<file path="config.mk">
export PLATFORM = sky130hd
export DESIGN_NAME = fbr_dma
export DESIGN_NICKNAME = d
export VERILOG_FILES = /design/src/rtl/fbr_pkg.sv /design/src/rtl/fbr_ctrl.sv /design/src/rtl/fbr_datapath.sv /design/src/rtl/fbr_dma.sv
export SDC_FILE = /design/constraint.sdc
export NUM_CORES = 2
export LEC_CHECK = 0
export ABC_CLOCK_PERIOD_IN_PS = 10500
export BUFFER_PORTS_ARGS = -buffer_cell sky130_fd_sc_hd__buf_2
export CAP_MARGIN = 20
export CORE_MARGIN = 3
export CORE_UTILIZATION = 30
export CTS_BUF_LIST = sky130_fd_sc_hd__clkbuf_8 sky130_fd_sc_hd__clkbuf_16
export DETAILED_ROUTE_END_ITERATION = 10
export PLACE_DENSITY = 0.5
export SETUP_SLACK_MARGIN = 0.5
export SYNTH_ARGS = -nofsm -noshare
export SYNTH_HDL_FRONTEND = slang
export SYNTH_SLANG_ARGS = --single-unit
</file>
<file path="constraint.sdc">
create_clock -name clk -period 10.5 [get_ports clk]
set_clock_uncertainty 0.2 [all_clocks]
set_input_delay 3.15 -clock clk [delete_from_list [all_inputs] [get_ports clk]]
set_output_delay 3.15 -clock clk [all_outputs]
set_load 0.02 [all_outputs]
</file>
<file path="src/rtl/fbr_pkg.sv">
package fbr_pkg;
  typedef enum logic [1:0] {
    ENG_IDLE,
    ENG_ADDR,
    ENG_DATA
  } engState_t;

  typedef struct packed {
    logic burstGo;
    logic frameHead;
    logic lineTail;
  } fbrStrobe_t;
endpackage

</file>
<file path="src/rtl/fbr_ctrl.sv">
module fbr_ctrl
  import fbr_pkg::*;
#(
  parameter int NFRAMES   = 3,
  parameter int ADDR_W    = 32,
  parameter int DEPTH     = 32,
  parameter int LVL_W     = 6,
  parameter int MAX_BURST = 16,
  parameter int LITE_AW   = 6
) (
  input  logic               clk,
  input  logic               rstN,
  input  logic [LITE_AW-1:0] sAwAddr,
  input  logic               sAwValid,
  output logic               sAwReady,
  input  logic [31:0]        sWData,
  input  logic               sWValid,
  output logic               sWReady,
  output logic               sBValid,
  input  logic               sBReady,
  input  logic [LITE_AW-1:0] sArAddr,
  input  logic               sArValid,
  output logic               sArReady,
  output logic [31:0]        sRData,
  output logic               sRValid,
  input  logic               sRReady,
  output logic [ADDR_W-1:0]  mArAddr,
  output logic [7:0]         mArLen,
  output logic               mArValid,
  input  logic               mArReady,
  input  logic               mRValid,
  input  logic               mRLast,
  input  logic [LVL_W-1:0]   level,
  output fbrStrobe_t         strobe
);
  localparam int IDX_W     = (NFRAMES > 1) ? $clog2(NFRAMES) : 1;
  localparam int BEAT_W    = $clog2(MAX_BURST) + 1;
  localparam int BASE_WORD = 8;

  logic [2:0]        ctrlReg;
  logic [15:0]       hSize, vSize;
  logic [ADDR_W-1:0] stride;
  logic [IDX_W-1:0]  parkIdx;
  logic [7:0]        holdFrames;
  logic [ADDR_W-1:0] frameBase [NFRAMES];

  engState_t         state;
  logic [IDX_W-1:0]  curIdx, nextIdx, startIdx;
  logic [7:0]        holdCnt, nextHold;
  logic [15:0]       row, remain;
  logic [ADDR_W-1:0] lineAddr, burstAddr;
  logic              frameHeadPend;
  logic [BEAT_W-1:0] burstBeats;
  logic              fits, arFire;
  logic [LITE_AW-3:0] wrWord, rdWord;
  logic              wrAccept, rdAccept;
  logic [31:0]       rdValue;
  logic              unusedLo;

  wire runBit  = ctrlReg[0];
  wire parkBit = ctrlReg[1];
  wire flipBit = ctrlReg[2];

  assign unusedLo = ^{sAwAddr[1:0], sArAddr[1:0]};
  assign wrWord   = sAwAddr[LITE_AW-1:2];
  assign rdWord   = sArAddr[LITE_AW-1:2];
  assign wrAccept = sAwValid && sWValid && !sBValid;
  assign rdAccept = sArValid && !sRValid;
  assign sAwReady = wrAccept;
  assign sWReady  = wrAccept;
  assign sArReady = rdAccept;

  always_ff @(posedge clk) begin
    if (!rstN) begin
      ctrlReg <= '0; hSize <= '0; vSize <= '0; stride <= '0;
      parkIdx <= '0; holdFrames <= '0; sBValid <= 1'b0;
      for (int i = 0; i < NFRAMES; i++) frameBase[i] <= '0;
    end else if (wrAccept) begin
      sBValid <= 1'b1;
      case (int'(wrWord))
        0: ctrlReg    <= sWData[2:0];
        2: hSize      <= sWData[15:0];
        3: vSize      <= sWData[15:0];
        4: stride     <= sWData[ADDR_W-1:0];
        5: parkIdx    <= sWData[IDX_W-1:0];
        6: holdFrames <= sWData[7:0];
        default: ;
      endcase
      for (int i = 0; i < NFRAMES; i++)
        if (int'(wrWord) == BASE_WORD + i) frameBase[i] <= sWData[ADDR_W-1:0];
    end else if (sBReady) begin
      sBValid <= 1'b0;
    end
  end

  always_comb begin
    rdValue = '0;
    case (int'(rdWord))
      0: rdValue = 32'(ctrlReg);
      1: begin
        rdValue[0]          = (state == ENG_IDLE);
        rdValue[8 +: IDX_W] = curIdx;
      end
      2: rdValue = 32'(hSize);
      3: rdValue = 32'(vSize);
      4: rdValue = 32'(stride);
      5: rdValue = 32'(parkIdx);
      6: rdValue = 32'(holdFrames);
      default: ;
    endcase
    for (int i = 0; i < NFRAMES; i++)
      if (int'(rdWord) == BASE_WORD + i) rdValue = 32'(frameBase[i]);
  end

  always_ff @(posedge clk) begin
    if (!rstN) begin
      sRValid <= 1'b0;
      sRData  <= '0;
    end else if (rdAccept) begin
      sRValid <= 1'b1;
      sRData  <= rdValue;
    end else if (sRReady) begin
      sRValid <= 1'b0;
    end
  end

  // frame selection: park wins over flip, flip over ring order
  always_comb begin
    nextIdx  = curIdx;
    nextHold = '0;
    if (parkBit) begin
      nextIdx = parkIdx;
    end else if (flipBit) begin
      if (holdCnt + 8'd1 >= holdFrames) nextIdx = (curIdx == '0) ? IDX_W'(1) : '0;
      else nextHold = holdCnt + 8'd1;
    end else begin
      nextIdx = (int'(curIdx) == NFRAMES - 1) ? '0 : curIdx + 1'b1;
    end
  end
  assign startIdx = parkBit ? parkIdx : '0;

  assign burstBeats = (remain > 16'(MAX_BURST)) ? BEAT_W'(MAX_BURST) : BEAT_W'(remain);
  assign fits       = (int'(level) + int'(burstBeats)) <= DEPTH;
  assign mArValid   = (state == ENG_ADDR) && fits;
  assign mArAddr    = burstAddr;
  assign mArLen     = 8'(burstBeats - 1'b1);
  assign arFire     = mArValid && mArReady;

  assign strobe.burstGo   = arFire;
  assign strobe.frameHead = frameHeadPend;
  assign strobe.lineTail  = (remain == 16'(burstBeats));

  always_ff @(posedge clk) begin
    if (!rstN) begin
      state <= ENG_IDLE; curIdx <= '0; holdCnt <= '0; row <= '0; remain <= '0;
      lineAddr <= '0; burstAddr <= '0; frameHeadPend <= 1'b0;
    end else begin
      case (state)
        ENG_IDLE: if (runBit) begin
          curIdx <= startIdx; holdCnt <= '0;
          lineAddr <= frameBase[startIdx]; burstAddr <= frameBase[startIdx];
          row <= '0; remain <= hSize; frameHeadPend <= 1'b1; state <= ENG_ADDR;
        end
        ENG_ADDR: if (arFire) begin
          frameHeadPend <= 1'b0;
          state <= ENG_DATA;
        end
        default: if (mRValid && mRLast) begin
          if (remain != 16'(burstBeats)) begin
            remain    <= remain - 16'(burstBeats);
            burstAddr <= burstAddr + ADDR_W'({burstBeats, 2'b00});
            state     <= ENG_ADDR;
          end else if (row != vSize - 16'd1) begin
            row       <= row + 16'd1;
            lineAddr  <= lineAddr + stride;
            burstAddr <= lineAddr + stride;
            remain    <= hSize;
            state     <= ENG_ADDR;
          end else if (runBit) begin
            curIdx <= nextIdx; holdCnt <= nextHold;
            lineAddr <= frameBase[nextIdx]; burstAddr <= frameBase[nextIdx];
            row <= '0; remain <= hSize; frameHeadPend <= 1'b1; state <= ENG_ADDR;
          end else begin
            state <= ENG_IDLE;
          end
        end
      endcase
    end
  end
endmodule

</file>
<file path="src/rtl/fbr_datapath.sv">
module fbr_datapath
  import fbr_pkg::*;
#(
  parameter int DEPTH  = 32,
  parameter int PIX_W  = 24,
  parameter int DATA_W = 32,
  parameter int LVL_W  = 6
) (
  input  logic              clk,
  input  logic              rstN,
  input  fbrStrobe_t        strobe,
  input  logic [DATA_W-1:0] mRData,
  input  logic              mRValid,
  input  logic              mRLast,
  output logic              mRReady,
  output logic [PIX_W-1:0]  tData,
  output logic              tUser,
  output logic              tLast,
  output logic              tValid,
  input  logic              tReady,
  output logic [LVL_W-1:0]  level
);
  localparam int PTR_W = $clog2(DEPTH);
  localparam int ENT_W = PIX_W + 2;

  logic [ENT_W-1:0] store [DEPTH];
  logic [PTR_W-1:0] wrPtr, rdPtr;
  logic             headPend, tailBurst;
  logic             push, pop;
  logic             unusedHigh;

  assign unusedHigh = ^mRData[DATA_W-1:PIX_W];
  assign mRReady = 1'b1;   // room is reserved before each burst is requested
  assign push    = mRValid;
  assign tValid  = (level != '0);
  assign pop     = tValid && tReady;
  assign {tUser, tLast, tData} = store[rdPtr];

  always_ff @(posedge clk) begin
    if (push) store[wrPtr] <= {headPend, tailBurst && mRLast, mRData[PIX_W-1:0]};
  end

  always_ff @(posedge clk) begin
    if (!rstN) begin
      wrPtr <= '0; rdPtr <= '0; level <= '0;
      headPend <= 1'b0; tailBurst <= 1'b0;
    end else begin
      if (strobe.burstGo) begin
        headPend  <= strobe.frameHead;
        tailBurst <= strobe.lineTail;
      end else if (push) begin
        headPend <= 1'b0;
      end
      if (push) wrPtr <= wrPtr + 1'b1;
      if (pop)  rdPtr <= rdPtr + 1'b1;
      level <= level + LVL_W'(push) - LVL_W'(pop);
    end
  end
endmodule

</file>
<file path="src/rtl/fbr_dma.sv">
module fbr_dma
  import fbr_pkg::*;
#(
  parameter int NFRAMES   = 3,
  parameter int DEPTH     = 32,
  parameter int MAX_BURST = 16
) (
  input  logic        clk,
  input  logic        rstN,
  input  logic [5:0]  sAwAddr,
  input  logic        sAwValid,
  output logic        sAwReady,
  input  logic [31:0] sWData,
  input  logic        sWValid,
  output logic        sWReady,
  output logic [1:0]  sBResp,
  output logic        sBValid,
  input  logic        sBReady,
  input  logic [5:0]  sArAddr,
  input  logic        sArValid,
  output logic        sArReady,
  output logic [31:0] sRData,
  output logic [1:0]  sRResp,
  output logic        sRValid,
  input  logic        sRReady,
  output logic [31:0] mArAddr,
  output logic [7:0]  mArLen,
  output logic [2:0]  mArSize,
  output logic [1:0]  mArBurst,
  output logic        mArValid,
  input  logic        mArReady,
  input  logic [31:0] mRData,
  input  logic        mRLast,
  input  logic        mRValid,
  output logic        mRReady,
  output logic [23:0] tData,
  output logic        tUser,
  output logic        tLast,
  output logic        tValid,
  input  logic        tReady
);
  localparam int LVL_W = $clog2(DEPTH) + 1;

  fbrStrobe_t       strobe;
  logic [LVL_W-1:0] fifoLevel;

  assign sBResp   = 2'b00;
  assign sRResp   = 2'b00;
  assign mArSize  = 3'd2;
  assign mArBurst = 2'd1;

  fbr_ctrl #(
    .NFRAMES(NFRAMES), .ADDR_W(32), .DEPTH(DEPTH), .LVL_W(LVL_W),
    .MAX_BURST(MAX_BURST), .LITE_AW(6)
  ) ctrl_i (
    .clk(clk), .rstN(rstN),
    .sAwAddr(sAwAddr), .sAwValid(sAwValid), .sAwReady(sAwReady),
    .sWData(sWData), .sWValid(sWValid), .sWReady(sWReady),
    .sBValid(sBValid), .sBReady(sBReady),
    .sArAddr(sArAddr), .sArValid(sArValid), .sArReady(sArReady),
    .sRData(sRData), .sRValid(sRValid), .sRReady(sRReady),
    .mArAddr(mArAddr), .mArLen(mArLen), .mArValid(mArValid), .mArReady(mArReady),
    .mRValid(mRValid), .mRLast(mRLast), .level(fifoLevel), .strobe(strobe)
  );

  fbr_datapath #(
    .DEPTH(DEPTH), .PIX_W(24), .DATA_W(32), .LVL_W(LVL_W)
  ) data_i (
    .clk(clk), .rstN(rstN), .strobe(strobe),
    .mRData(mRData), .mRValid(mRValid), .mRLast(mRLast), .mRReady(mRReady),
    .tData(tData), .tUser(tUser), .tLast(tLast), .tValid(tValid), .tReady(tReady),
    .level(fifoLevel)
  );
endmodule

</file>
== After elaboration in Yosys (flattened, before gate mapping) ==
Memories as Yosys holds them, arrays and structs flattened. A register that Yosys moved wholly into a read port is not among the register bits.
Index checks and enable logic that the tools add are counted.

* Bits in registers: 238
* RAM bits: 928
* Input bits: 87
* Word-level logic and storage cells: 194
* Memories kept: 2

* $add $sub $neg: 13
* Magnitude comparators: 3
* Eq/ne operators: 28
* Muxes and demuxes: 87
* Bitwise gates (word level): 4
* Reduce and logical (&&, ||, !) cells: 35

{| class="wikitable"
|+ Memories
! memory !! words !! bits a word !! rd ports !! clocked after Yosys merged registers in !! wr ports !! RTL line !! text
|-
| data_i.store || 32 || 26 || 1 || 1 || 1 || fbr_datapath.sv:26 || <nowiki>logic [ENT_W-1:0] store [DEPTH];</nowiki>
|-
| ctrl_i.frameBase || 3 || 32 || 5 || 0 || 3 || fbr_ctrl.sv:45 || <nowiki>logic [ADDR_W-1:0] frameBase [NFRAMES];</nowiki>
|}

{| class="wikitable"
|+ Operator list
! kind !! count
|-
| $mux 32 || 13
|-
| $mux 16 || 8
|-
| $pmux 32 s2 || 2
|-
| $pmux 22 s3 || 1
|-
| $mux 8 || 8
|-
| $pmux 16 s2 || 2
|-
| $pmux 7 s6 || 1
|-
| $add 32x32->32 || 1
|-
| $add 32x7->32 || 1
|-
| $le 32x7->1 const B || 1
|-
| $mux 2 || 15
|-
| $mux 1 || 28
|-
| $eq 4x3->1 const B || 6
|-
| $eq 4x4->1 const B || 6
|-
| $add 16x1->16 const B || 1
|-
| $eq 16x5->1 || 1
|-
| $eq 4x2->1 const B || 4
|-
| $gt 16x5->1 const B || 1
|-
| $ne 16x16->1 || 1
|-
| $ne 16x5->1 || 1
|-
| $pmux 8 s2 || 1
|-
| $sub 16x1->16 const B || 1
|-
| $sub 16x5->16 || 1
|-
| $mux 5 || 3
|-
| other kinds (30) || 62
|}

== Depth between registers and ports, before layout ==
An unclocked memory read counts as a cell.

* Depth in word-level cells: 11
* Mapped depth: 19

== Modules after synthesis ==
Synthesis repeated with hierarchy kept, for this count alone.

* Cell total of the unflattened synthesis: 3904
* Area total of the unflattened synthesis: 51588.2 sq um

{| class="wikitable"
|+ Modules (own cells, without submodules)
! module !! instances !! cells each !! area each (sq um) !! seq. area each (sq um)
|-
| fbr_datapath || 1 || 1640 || 32814.0 || 25444.4
|-
| fbr_ctrl || 1 || 2253 || 18699.2 || 7287.0
|-
| fbr_dma || 1 || 11 || 75.1 || 0.0
|}

== Worst setup path after synthesis ==
No wires, ideal clock.

* Path type: input port to output port
* Start point: in sArValid
* End point: out sArReady
* Arrival time: 3.956 ns
* Required time: 7.150 ns
* Path slack: 3.194 ns
* Cell stages on the path: 3
* Cell sequence: nor2b_1 -> clkbuf_1 -> clkbuf_1

* Word-level cells in the longest chain between the ends: 1

{| class="wikitable"
|+ Ends and longest elaborated chain
! element !! RTL line !! text
|-
| start: declaration || fbr_dma.sv:20 || <nowiki>input logic sArValid,</nowiki>
|-
| $logic_and 1x1->1 || fbr_ctrl.sv:68 || <nowiki>assign rdAccept = sArValid && !sRValid;</nowiki>
|-
| end: declaration || fbr_dma.sv:21 || <nowiki>output logic sArReady,</nowiki>
|}

No other way between the ends.

== Worst setup path after layout ==
* Start point: reg ctrl_i.remain[12]
* End point: out mArValid

* Word-level cells in the longest chain between the ends: 5

{| class="wikitable"
|+ Ends and longest elaborated chain
! element !! RTL line !! text
|-
| start: declaration || fbr_ctrl.sv:50 || <nowiki>logic [15:0] row, remain;</nowiki>
|-
| start signal: assignment || fbr_ctrl.sv:170 || <nowiki>remain <= remain - 16'(burstBeats);</nowiki>
|-
| start signal: assignment || fbr_ctrl.sv:177 || <nowiki>remain <= hSize;</nowiki>
|-
| $gt 16x5->1 || fbr_ctrl.sv:142 || <nowiki>assign burstBeats = (remain > 16'(MAX_BURST)) ? BEAT_W'(MAX_BURST) : BEAT_W'(remain);</nowiki>
|-
| $mux 5 || fbr_ctrl.sv:142 ||
|-
| $add 6x5->7 || fbr_ctrl.sv:143 || <nowiki>assign fits = (int'(level) + int'(burstBeats)) <= DEPTH;</nowiki>
|-
| $le 32x7->1 || fbr_ctrl.sv:143 ||
|-
| $logic_and 1x1->1 || fbr_ctrl.sv:144 || <nowiki>assign mArValid = (state == ENG_ADDR) && fits;</nowiki>
|-
| end: declaration || fbr_dma.sv:30 || <nowiki>output logic mArValid,</nowiki>
|}

No other way between the ends.

==> results.json <==
{
  "cp_slowest_stage_delay_ns": 0.58,
  "crit_type": "reg2out",
  "yosys_warnings": 0,
  "post_drt_wl_per_cell_um": 25.1,
  "cts_tree": "built",
  "crit_required_ns": 7.15,
  "status": "completed",
  "syn_avg_cell_area_um2": 14.1,
  "worstReg2RegStart": "ctrl_i.remain[12]$_SDFFE_PN0P_",
  "critPathBufInv": 2,
  "min_period_ns": 8.69,
  "post-route-period-util_pct": 82.8,
  "synthArstFlopShare_pct": 0,
  "rsz0062_at_grt": "false",
  "cp_top_family": "simple AND/OR/NAND/NOR gates",
  "peakVddDrop_mv": 0.172,
  "layout.nets": 4009,
  "clk_latency_ns": 0.79,
  "critPathMaxFanout": 20,
  "clk_transition_reported_paths_ns": 0.06,
  "die_y_um": 423,
  "synthAdderAreaFrac_pct": 1.76,
  "root_buffer": "clkbuf_16",
  "core_mm2": 0.172,
  "yosys.area.top_type": "edfxtp_1",
  "firstDrtPassIters": 7,
  "htree_levels": 4,
  "max_freq_mhz": 115,
  "synth_area_leaders": "edfxtp_1 (54%), mux4_2 (11%), dfxtp_1 (9.3%)",
  "cts.sinks": 1171,
  "cp_common_cell": "and2_1",
  "chipWidth_um": 423,
  "grt_overflow": 0,
  "cts_buffers": 135,
  "p_seq_share_pct": 41.8,
  "hold_buffers": 0,
  "netlist_instances": 3698,
  "synth_most_common_cell": "edfxtp_1",
  "min_path_type": "reg2reg",
  "worst-path-stages": 13,
  "timing.critical_path.from_type": "flop",
  "endpoint": "mArValid",
  "start_util_pct": 30.2,
  "rows": 152,
  "fillers": 16600,
  "internal_power_uw": 8880,
  "synthFlopType": "edfxtp_1",
  "via_per_inst": 5.28,
  "via_count": 33100,
  "tightest_slew_ns": 1.13,
  "syn_area_mm2": 0.0520,
  "place_congestion": 0.823,
  "slowest_stage": "or4_1",
  "antenna_found_initial": 7,
  "synth_top_family_by_area": "multiplexers",
  "swShare_pct": 30.3,
  "p_leak_uw": 0.0198,
  "cts_repair_resize_count": 0,
  "timing.hold.ws_ns": 0.257,
  "drtIter0Drc": 3259,
  "crit_start": "ctrl_i.remain[12]$_SDFFE_PN0P_",
  "reg2reg_to": "ctrl_i.mArAddr[28]$_SDFFE_PN0P_",
  "critPathArrivalTime_ns": 5.34,
  "slew-limit-headroom_pct": 24.8,
  "crit_chain": "or4_1 > nor4_4 > and3_1 > buf_4 > and2_1 > ha_1 > fa_1 > or3_1 > a2111oi_0 > o21ai_0 > nand2_1 > and2_1 > buf_2",
  "cp-end-kind": "primary output",
  "setup_tns_ns": 0,
  "io_pins": 202,
  "synthMuxAreaShare_pct": 13.5,
  "port_buffers": 179,
  "timing_hold_violations_final": 0,
  "area_growth_syn_to_layout_pct": 15.7,
  "synthTopCellsByCount": "edfxtp_1 (928), nand2_1 (344), mux4_2 (260)",
  "synth_compound_area_share_pct": 9.90,
  "clockBufferDepth": 3,
  "combPwrFrac_pct": 21.7,
  "grt_use_total_pct": 17.4,
  "report.final.slew_viol_count": 0,
  "p_per_area_mw_per_mm2": 211,
  "synth_top_area_share_pct": 53.5,
  "synth_enable_flop_cells": 928,
  "pwr-share-clk_pct": 36.5,
  "drive_gt1_share_pct": 21.2,
  "setup_viol": 0,
  "postCtsSetupBuffers": 0,
  "ys_seq_area_share_pct": 62.9,
  "synth_xor_xnor_area_share_pct": 1.61,
  "r2r_slack_ns": 5.21,
  "synth_cell_types": 99,
  "ys_seq_elements": 1171,
  "grt_pass1_vias": 32500,
  "wirelength_mm": 158,
  "ant_nets": 0,
  "ff2ff_path_depth": 16,
  "grt_pass1_wl_mm": 230,
  "drc": 0,
  "drv_cap": 0,
  "dp_hpwl_mm": 97.3,
  "grt_max_degree": 140,
  "p_sw_uw": 3860,
  "post_synth_and_or_nand_nor_area_fraction_pct": 7.88,
  "design.die.area_mm2": 0.179
}
## cells in the final DEF, fill, tap and decap left out, types with 10 or more instances in the layout
master and count:
nor4_1 12, nor2_1 174, o211ai_1 48, nor2b_1 20
xnor2_1 49, xor2_1 44, o21ai_0 175, nor2_4 35
clkbuf_16 135, nand2b_1 14, a211oi_1 31, nand3_1 61
clkinv_1 27, a21o_1 19, buf_2 179, and3_1 26
a22oi_1 61, nand4_1 25, mux2i_1 68, a31oi_1 63
clkinv_2 19, bufinv_16 10, nand3b_1 23, buf_4 79
conb_1 11, and2_1 52, o21a_1 15, a21oi_1 241
a221oi_1 15, dfxtp_1 238, o21bai_1 11, inv_1 84
nand2_1 343, nor3_1 39, edfxtp_1 928, mux4_2 260
a211o_1 16, ha_1 67, mux2_2 41
## per-layer routing
layer | wire (um) | vias up | track usage (%)
met5 | 13 | - | 0
met4 | 4330 | 2 | 5.25
met2 | 74400 | 1096 | 27.9
met1 | 69400 | 17100 | 24.1
met3 | 9340 | 211 | 3.12
li1 | - | 14700 | -
## cells by family after synthesis
| group | count (synthesis) |
|---|---|
| compound gates | 810 |
| xor+xnor | 94 |
| fa+ha+maj | 71 |
| buf+inv | 303 |
| flops | 1171 |
| mux | 372 |
| other cells | 2 |
| simple gates | 875 |
## flip-flops by register name, summed over array words and instances, names as in the netlist, 16 cells and up, named ones only
name	cells
ctrl_i.hSize	16
ctrl_i.sRData	32
data_i.store	832
ctrl_i.vSize	16
ctrl_i.lineAddr	32
ctrl_i.remain	16
ctrl_i.stride	32
ctrl_i.frameBase	96
ctrl_i.mArAddr	32
ctrl_i.row	16
## worst min path at each step
stage,depth (start not counted),endpoint,startpoint
2_1_floorplan,2,ctrl_i.lineAddr[10]$_SDFFE_PN0P_,ctrl_i.lineAddr[10]$_SDFFE_PN0P_
3_3_place_gp,2,ctrl_i.lineAddr[21]$_SDFFE_PN0P_,ctrl_i.lineAddr[21]$_SDFFE_PN0P_
3_5_place_dp,2,ctrl_i.lineAddr[21]$_SDFFE_PN0P_,ctrl_i.lineAddr[21]$_SDFFE_PN0P_
4_1_cts,2,ctrl_i.lineAddr[21]$_SDFFE_PN0P_,ctrl_i.lineAddr[21]$_SDFFE_PN0P_
5_1_grt,2,ctrl_i.lineAddr[3]$_SDFFE_PN0P_,ctrl_i.lineAddr[3]$_SDFFE_PN0P_
6_report,2,ctrl_i.lineAddr[21]$_SDFFE_PN0P_,ctrl_i.lineAddr[21]$_SDFFE_PN0P_
## power groups by stage
| stage | combinational, uW | sequential [uW] | clock [uW] |
|---|---|---|---|
| 2_1_floorplan | 1930 | 5370 | 0 |
| 3_3_place_gp | 2780 | 5420 | 0 |
| 3_5_place_dp | 2790 | 5420 | 0 |
| 4_1_cts | 2800 | 5330 | 4770 |
| 5_1_grt | 2980 | 5350 | 4970 |
| 6_report | 2760 | 5330 | 4650 |
## through the flow
step | instance area [um2] | instances | total power [uW] | utilization, % | setup WS, ns
finish | 60200 | 6274 | 12700 | 35.0 | 1.81
global route | 60200 | 6273 | 13300 | 35.0 | 1.36
CTS | 60200 | 6270 | 12900 | 35.0 | 1.63
detailed placement | 55800 | 6022 | 8210 | 32.4 | 2.65
global placement | 55800 | 6022 | 8200 | 32.4 | 2.68
floorplan | 52100 | 3707 | 7300 | - | 3.19
## layout make-up
cell class,instances,area (um2),share of cell area [%]
inverters,49,189,0.314
clock buffers,137,3410,5.65
flip-flops and latches,1171,32700,54.4
multi-input cells,2233,18400,30.6
well taps,2310,2890,4.80
repair buffers,261,1560,2.58
diodes,2,5.00,0.00831
clock inverters,111,1030,1.71
## worst min-delay path: stages, from the launching register on
cell and delay [ns]:
dfxtp_1 0.31, nand2_1 0.05, a21oi_1 0.05
(Power assumes the default switching activity.)
